File: src/rtl/trig_pkg.sv
package trig_pkg;
  typedef enum logic [1:0] {
    MODE_DIV  = 2'd0,
    MODE_BLK  = 2'd1,
    MODE_PRBS = 2'd2,
    MODE_RSVD = 2'd3
  } trig_mode_e;

  typedef enum logic [1:0] {
    PS_IDLE  = 2'd0,
    PS_WAIT  = 2'd1,
    PS_PULSE = 2'd2
  } pulse_st_e;
endpackage

File: src/rtl/trig_divider.sv
module trig_divider
  import trig_pkg::*;
#(
  parameter int DIV_W = 16
) (
  input  logic             clk,
  input  logic             rst_n,
  input  logic             en_i,
  input  logic             start_i,
  input  logic [DIV_W-1:0] cfg_div_i,
  output logic             wave_o,
  output logic             end_o
);
  localparam logic [DIV_W-1:0] MIN_RATIO = DIV_W'(2);

  logic [DIV_W-1:0] cnt_q, cnt_d;
  logic [DIV_W-1:0] n_q, n_d;
  logic [DIV_W-1:0] n_load;
  logic [DIV_W-1:0] half;
  logic             last;

  assign n_load = (cfg_div_i < MIN_RATIO) ? MIN_RATIO : cfg_div_i;
  assign half   = n_q >> 1;
  assign last   = (cnt_q == n_q - 1'b1);
  assign end_o  = en_i && last;
  assign wave_o = (cnt_q < half);

  always_comb begin
    cnt_d = cnt_q;
    n_d   = n_q;
    if (start_i || (en_i && last)) begin
      cnt_d = '0;
      n_d   = n_load;
    end else if (en_i) begin
      cnt_d = cnt_q + 1'b1;
    end
  end

  always_ff @(posedge clk or negedge rst_n) begin
    if (!rst_n) begin
      cnt_q <= '0;
      n_q   <= MIN_RATIO;
    end else begin
      cnt_q <= cnt_d;
      n_q   <= n_d;
    end
  end

  a_r3_min_ratio: assert property (@(posedge clk) disable iff (!rst_n)
    n_q >= MIN_RATIO);
  a_r2_cnt_in_range: assert property (@(posedge clk) disable iff (!rst_n)
    en_i |-> cnt_q < n_q);
endmodule

File: src/rtl/trig_pulse.sv
module trig_pulse
  import trig_pkg::*;
#(
  parameter int CNT_W = 16
) (
  input  logic             clk,
  input  logic             rst_n,
  input  logic             go_i,
  input  logic [CNT_W-1:0] ofs_i,
  input  logic [CNT_W-1:0] wid_i,
  output logic             pulse_o,
  output logic             idle_o
);
  pulse_st_e        state_q, state_d;
  logic [CNT_W-1:0] cnt_q, cnt_d;
  logic [CNT_W-1:0] wid_q, wid_d;
  logic [CNT_W-1:0] wid_eff;

  assign wid_eff = (wid_i == '0) ? CNT_W'(1) : wid_i;
  assign pulse_o = (state_q == PS_PULSE);
  assign idle_o  = (state_q == PS_IDLE);

  always_comb begin
    state_d = state_q;
    cnt_d   = cnt_q;
    wid_d   = wid_q;
    if (go_i) begin
      wid_d = wid_eff;
      if (ofs_i == '0) begin
        state_d = PS_PULSE;
        cnt_d   = wid_eff - 1'b1;
      end else begin
        state_d = PS_WAIT;
        cnt_d   = ofs_i - 1'b1;
      end
    end else begin
      case (state_q)
        PS_WAIT: begin
          if (cnt_q == '0) begin
            state_d = PS_PULSE;
            cnt_d   = wid_q - 1'b1;
          end else begin
            cnt_d = cnt_q - 1'b1;
          end
        end
        PS_PULSE: begin
          if (cnt_q == '0) state_d = PS_IDLE;
          else             cnt_d   = cnt_q - 1'b1;
        end
        default: state_d = PS_IDLE;
      endcase
    end
  end

  always_ff @(posedge clk or negedge rst_n) begin
    if (!rst_n) begin
      state_q <= PS_IDLE;
      cnt_q   <= '0;
      wid_q   <= CNT_W'(1);
    end else begin
      state_q <= state_d;
      cnt_q   <= cnt_d;
      wid_q   <= wid_d;
    end
  end

  // an expired delay always turns into a pulse
  a_r5_wait_to_pulse: assert property (@(posedge clk) disable iff (!rst_n)
    (state_q == PS_WAIT && cnt_q == '0 && !go_i) |=> pulse_o);
  // a pulse only ends once its width has run out
  a_r5_fall_at_zero: assert property (@(posedge clk) disable iff (!rst_n)
    ($fell(pulse_o) && !$past(go_i)) |-> $past(cnt_q) == '0);
endmodule

File: src/rtl/trig_mode_ctl.sv
module trig_mode_ctl
  import trig_pkg::*;
(
  input  logic       clk,
  input  logic       rst_n,
  input  logic [1:0] cfg_mode_i,
  input  logic       div_end_i,
  input  logic       pulse_idle_i,
  input  logic       go_i,
  output trig_mode_e mode_o,
  output logic       enter_div_o
);
  trig_mode_e mode_q, mode_d;
  trig_mode_e req;
  logic       bound;
  logic       sw;

  assign req   = trig_mode_e'(cfg_mode_i);
  assign bound = (mode_q == MODE_DIV) ? div_end_i : (pulse_idle_i && !go_i);
  assign sw    = bound && (req != MODE_RSVD) && (req != mode_q);

  always_comb begin
    mode_d = mode_q;
    if (sw) mode_d = req;
  end

  assign enter_div_o = sw && (req == MODE_DIV);
  assign mode_o      = mode_q;

  always_ff @(posedge clk or negedge rst_n) begin
    if (!rst_n) mode_q <= MODE_BLK;
    else        mode_q <= mode_d;
  end

  a_r9_switch_at_boundary: assert property (@(posedge clk) disable iff (!rst_n)
    (mode_q != $past(mode_q)) |-> $past(bound));
  a_r10_reserved_held: assert property (@(posedge clk) disable iff (!rst_n)
    (cfg_mode_i == 2'd3) |=> mode_q == $past(mode_q));
endmodule

File: src/rtl/trig_gen.sv
module trig_gen
  import trig_pkg::*;
#(
  parameter int DIV_W = 16,
  parameter int CNT_W = 16
) (
  input  logic             clk,
  input  logic             rst_n,
  input  logic [1:0]       cfg_mode,
  input  logic [DIV_W-1:0] cfg_div,
  input  logic [CNT_W-1:0] cfg_ofs,
  input  logic [CNT_W-1:0] cfg_wid,
  input  logic             blk_start,
  input  logic             prbs_wrap,
  output logic             trig_out
);
  trig_mode_e       mode_act;
  logic             enter_div;
  logic             div_wave;
  logic             div_end;
  logic             pulse_on;
  logic             pulse_idle;
  logic             go;
  logic [CNT_W-1:0] ofs_sel;

  assign go = ((mode_act == MODE_BLK)  && blk_start) ||
              ((mode_act == MODE_PRBS) && prbs_wrap);
  assign ofs_sel = (mode_act == MODE_BLK) ? cfg_ofs : '0;

  trig_mode_ctl u_mode (
    .clk          (clk),
    .rst_n        (rst_n),
    .cfg_mode_i   (cfg_mode),
    .div_end_i    (div_end),
    .pulse_idle_i (pulse_idle),
    .go_i         (go),
    .mode_o       (mode_act),
    .enter_div_o  (enter_div)
  );

  trig_divider #(.DIV_W(DIV_W)) u_div (
    .clk       (clk),
    .rst_n     (rst_n),
    .en_i      (mode_act == MODE_DIV),
    .start_i   (enter_div),
    .cfg_div_i (cfg_div),
    .wave_o    (div_wave),
    .end_o     (div_end)
  );

  trig_pulse #(.CNT_W(CNT_W)) u_pulse (
    .clk     (clk),
    .rst_n   (rst_n),
    .go_i    (go),
    .ofs_i   (ofs_sel),
    .wid_i   (cfg_wid),
    .pulse_o (pulse_on),
    .idle_o  (pulse_idle)
  );

  assign trig_out = (mode_act == MODE_DIV) ? div_wave : pulse_on;

  a_r9_no_runt: assert property (@(posedge clk) disable iff (!rst_n)
    (mode_act != $past(mode_act)) |-> !$past(trig_out));
  a_r8_marker_idle_in_div: assert property (@(posedge clk) disable iff (!rst_n)
    (mode_act == MODE_DIV) |-> pulse_idle);
  a_r1_reset_low: assert property (@(posedge clk)
    !rst_n |-> !trig_out);
endmodule

File: config.mk
export PLATFORM = sky130hd
export DESIGN_NAME = trig_gen
export DESIGN_NICKNAME = d
export VERILOG_FILES = /design/src/rtl/trig_pkg.sv /design/src/rtl/trig_divider.sv /design/src/rtl/trig_pulse.sv /design/src/rtl/trig_mode_ctl.sv /design/src/rtl/trig_gen.sv
export SDC_FILE = /design/constraint.sdc
export NUM_CORES = 1
export LEC_CHECK = 0
export BUFFER_PORTS_ARGS = -buffer_cell sky130_fd_sc_hd__buf_4
export CORE_MARGIN = 5
export CORE_UTILIZATION = 50
export CTS_CLUSTER_SIZE = 14
export DETAILED_ROUTE_END_ITERATION = 8
export PLACE_DENSITY = 0.79
export SLEW_MARGIN = 20
export SYNTH_ARGS = -nofsm -noshare
export SYNTH_HDL_FRONTEND = slang
export SYNTH_SLANG_ARGS = --single-unit
File: constraint.sdc
create_clock -name clk -period 3.4 [get_ports clk]
set_input_delay 0.85 -clock clk [delete_from_list [all_inputs] [get_ports clk]]
set_output_delay 0.85 -clock clk [all_outputs]
set_load 0.02 [all_outputs]
==> flow_summary.toml <==
[routing]
num_vias = 5068
drcViolationCount = 0
firstDrtPassIters = 5
vias_per_cell = 6.11
wl_per_cell_um = 17.0
finalWirelength_um = 14100
drt-initial-drc-count = 401
ant_nets = 0

[logic_synthesis]
ys_warn_count = 0
ys_ff_latch = 68
ys_types = 62
synth-main-ff-cell = "dfrtp_1"
netlist_area_um2 = 5240
postSynthAreaPerCell_um2 = 8.35
synthArstFlopShare_pct = 100
syn_nets = 701
synth-edff-count = 0
synth_cells = 627
synth_seq_area_share_pct = 32.6

[placed_design]
place_congestion = 0.989
pre_cts_ws_ns = -0.0229
place_area_um2 = 5900
port_buffers = 54
dp_hpwl_um = 10800

[clock_tree]
clk_path_buf_depth = 2
cts_resized = 0
cts_hold_buffers = 0
clock_latency_ns = 0.35
cts_tree = "built"
cts_setup_buffers = 0
htreeDepth = 3
cts-buffers-inserted = 9
cts_root_buf = "clkbuf_8"
cts.sinks = 68
path_clk_slew_ns = 0.08

[timing]
slew_headroom_pct = 42.7
worst_slack_ns = 0.119
finalCritPeriodShare_pct = 96.5
slew_violations = 0
worst-slew-pin-transition_ns = 0.860
skew_ns = 0.0130
hold_slack_ns = 0.512
min_period_ns = 3.28
hold_viol_final = 0
setup-violations-final = 0
rsz0062_at_grt = "no"
clock.fmax_mhz = 305

[global_route]
grt_overflow = 0
antenna_found_initial = 0
grtUsageTotal_pct = 22.6
grt_max_degree = 69
grt_pass1_vias = 5023
grt_pass1_wl_um = 23700

[cells_and_area]
fillers = 923
post-route-util_pct = 59.5
layout_common_cells = "nand2_1, buf_4, dfrtp_1"
fin_area_um2 = 6110
final_nets = 762
antenna_cells = 0
mostFrequentLayoutCell = "nand2_1"
drive_gt1_share_pct = 18.6
area_growth_pct = 16.7
multi_input_area_um2 = 3360
seq_area_um2 = 1710

[floorplan]
die_h_um = 112
die_w_um = 112
io_pins = 55
start_util_pct = 50.9
rows = 37
design.die.area_um2 = 12600
core_area_um2 = 10300

[hold_path]
holdPathStages = 2
hp-start = "u_pulse.wid_q[15]"
holdPathEnd = "u_pulse.wid_q[15]"
hp-class = "flop to flop"

[critical_path]
critPathLaunchType = "flop"
r2r_end = "u_mode.mode_o[0]"
r2r_start = "u_div.n_q[0]"
cp_slowest_stage_delay_ns = 0.61
critPathMaxFanout = 6
crit_slowest_cell = "or4_4"
end_kind = "flop"
critical_path.cell_chain = "or4_4 -> nor4_4 -> xnor2_1 -> or4_1 -> or4_4 -> or4_1 -> a311oi_1"
r2r_cells = 7
crit_required_ns = 3.65
crit_type = "flop to flop"
reg2reg_slack_ns = 0.12
arrival_ns = 3.53

[power_and_ir_drop]
p_leak_nw = 2.61
p_per_area_nw_per_um2 = 897
vdd_ir_drop_max_mv = 0.376

[job]
drv_cap = 0

[status]
status = "complete, no violations"
-- logic make-up (layout without fill, tap and decap cells) --
kind of cell | after synthesis | after routing | share of synthesized area, %
and+or+nand+nor | 267 | 267 | 25.9
DFF | 68 | 68 | 32.6
muxes | 24 | 24 | 4.95
xor gates and xnor gates | 70 | 70 | 11.7
AOI/OAI and AO/OA | 125 | 125 | 15.9
buffers and inverters | 53 | 119 | 4.23
adders and majority gates | 20 | 20 | 4.78
-- metrics by stage --
stage | setup TNS [ns] | power, mW | std cells
2_1_floorplan | 0 | 3.88 | 627
3_3_place_gp | 0 | 4.59 | 813
3_5_place_dp | -0.0229 | 4.73 | 813
4_1_cts | 0 | 5.45 | 829
5_1_grt | 0 | 5.94 | 829
6_report | 0 | 5.48 | 829
-- where the power goes --
| group | leakage, nW | internal (mW) | switching (mW) |
|---|---|---|---|
| Clock | 0.102 | 0.377 | 0.316 |
| Sequential | 0.830 | 1.23 | 0.538 |
| Combinational | 1.68 | 1.36 | 1.67 |
-- final cells by class --
class	count	share of cell area, %
multi-input combinational	506	54.9
inverter	26	1.60
clock buffer	12	2.54
clock inverter	4	0.778
sequential	68	27.9
timing repair buffer	77	9.46
tap	136	2.78
-- state kept, by name (all words and copies together) (netlist names) --
register and count:
u_pulse.cnt_q 16, u_div.n_q 16, u_mode.mode_o 2, u_div.cnt_q 16, u_pulse.wid_q 16, u_pulse.state_q 2
-- cell usage after synthesis, types with 4 or more instances --
library cell	count	area share [%]
xnor2_1	48	8.0
o22ai_1	9	1.1
a211oi_1	6	0.86
a311oi_1	4	0.67
xor2_1	22	3.7
a22oi_1	14	2.0
nand2b_1	6	0.72
ha_1	20	4.8
o21ai_0	19	1.8
nor3_1	38	3.6
clkbuf_1	18	1.3
a21oi_1	31	3.0
dfrtp_1	65	31
nor2_1	51	3.7
inv_1	26	1.9
a21o_1	9	1.3
nor4_1	20	2.4
nand3_1	14	1.3
mux2i_1	9	1.7
nand4_1	13	1.6
nor2b_1	4	0.48
or4_1	13	1.9
mux2_2	15	3.2
or3_1	10	1.2
o211ai_1	4	0.57
nand2_1	78	5.6
-- per-layer routing --
metal / part of all wire, % / wire length (um) / track usage (%)
met5: 0 / 0 / 0
met4: 3.0 / 425 / 9.05
met3: 5.1 / 726 / 3.02
met2: 49 / 6970 / 37.8
met1: 42 / 5980 / 29.6
-- how the worst max path moves through the flow --
stage / from / end / slack (ns) / cells after the start
global placement: cfg_ofs[9] / u_pulse.cnt_q[5] / 0.10 / 9
global route: u_div.n_q[0] / u_mode.mode_o[0] / 0.005 / 7
finish: u_div.n_q[0] / u_mode.mode_o[0] / 0.12 / 7
CTS: u_div.n_q[0] / u_mode.mode_o[0] / 0.09 / 7
floorplan: cfg_ofs[9] / u_pulse.cnt_q[14] / 0.002 / 12
detailed placement: cfg_ofs[9] / u_pulse.cnt_q[4] / -0.02 / 10
-- worst max-delay path: cells and delay by family (launching register included) --
family	cells	cell delay, ns
flops	1	0.43
compound gates	1	0.28
simple gates	5	2.36
xor+xnor	1	0.10
Note: power is estimated with default switching activity, not from simulation.
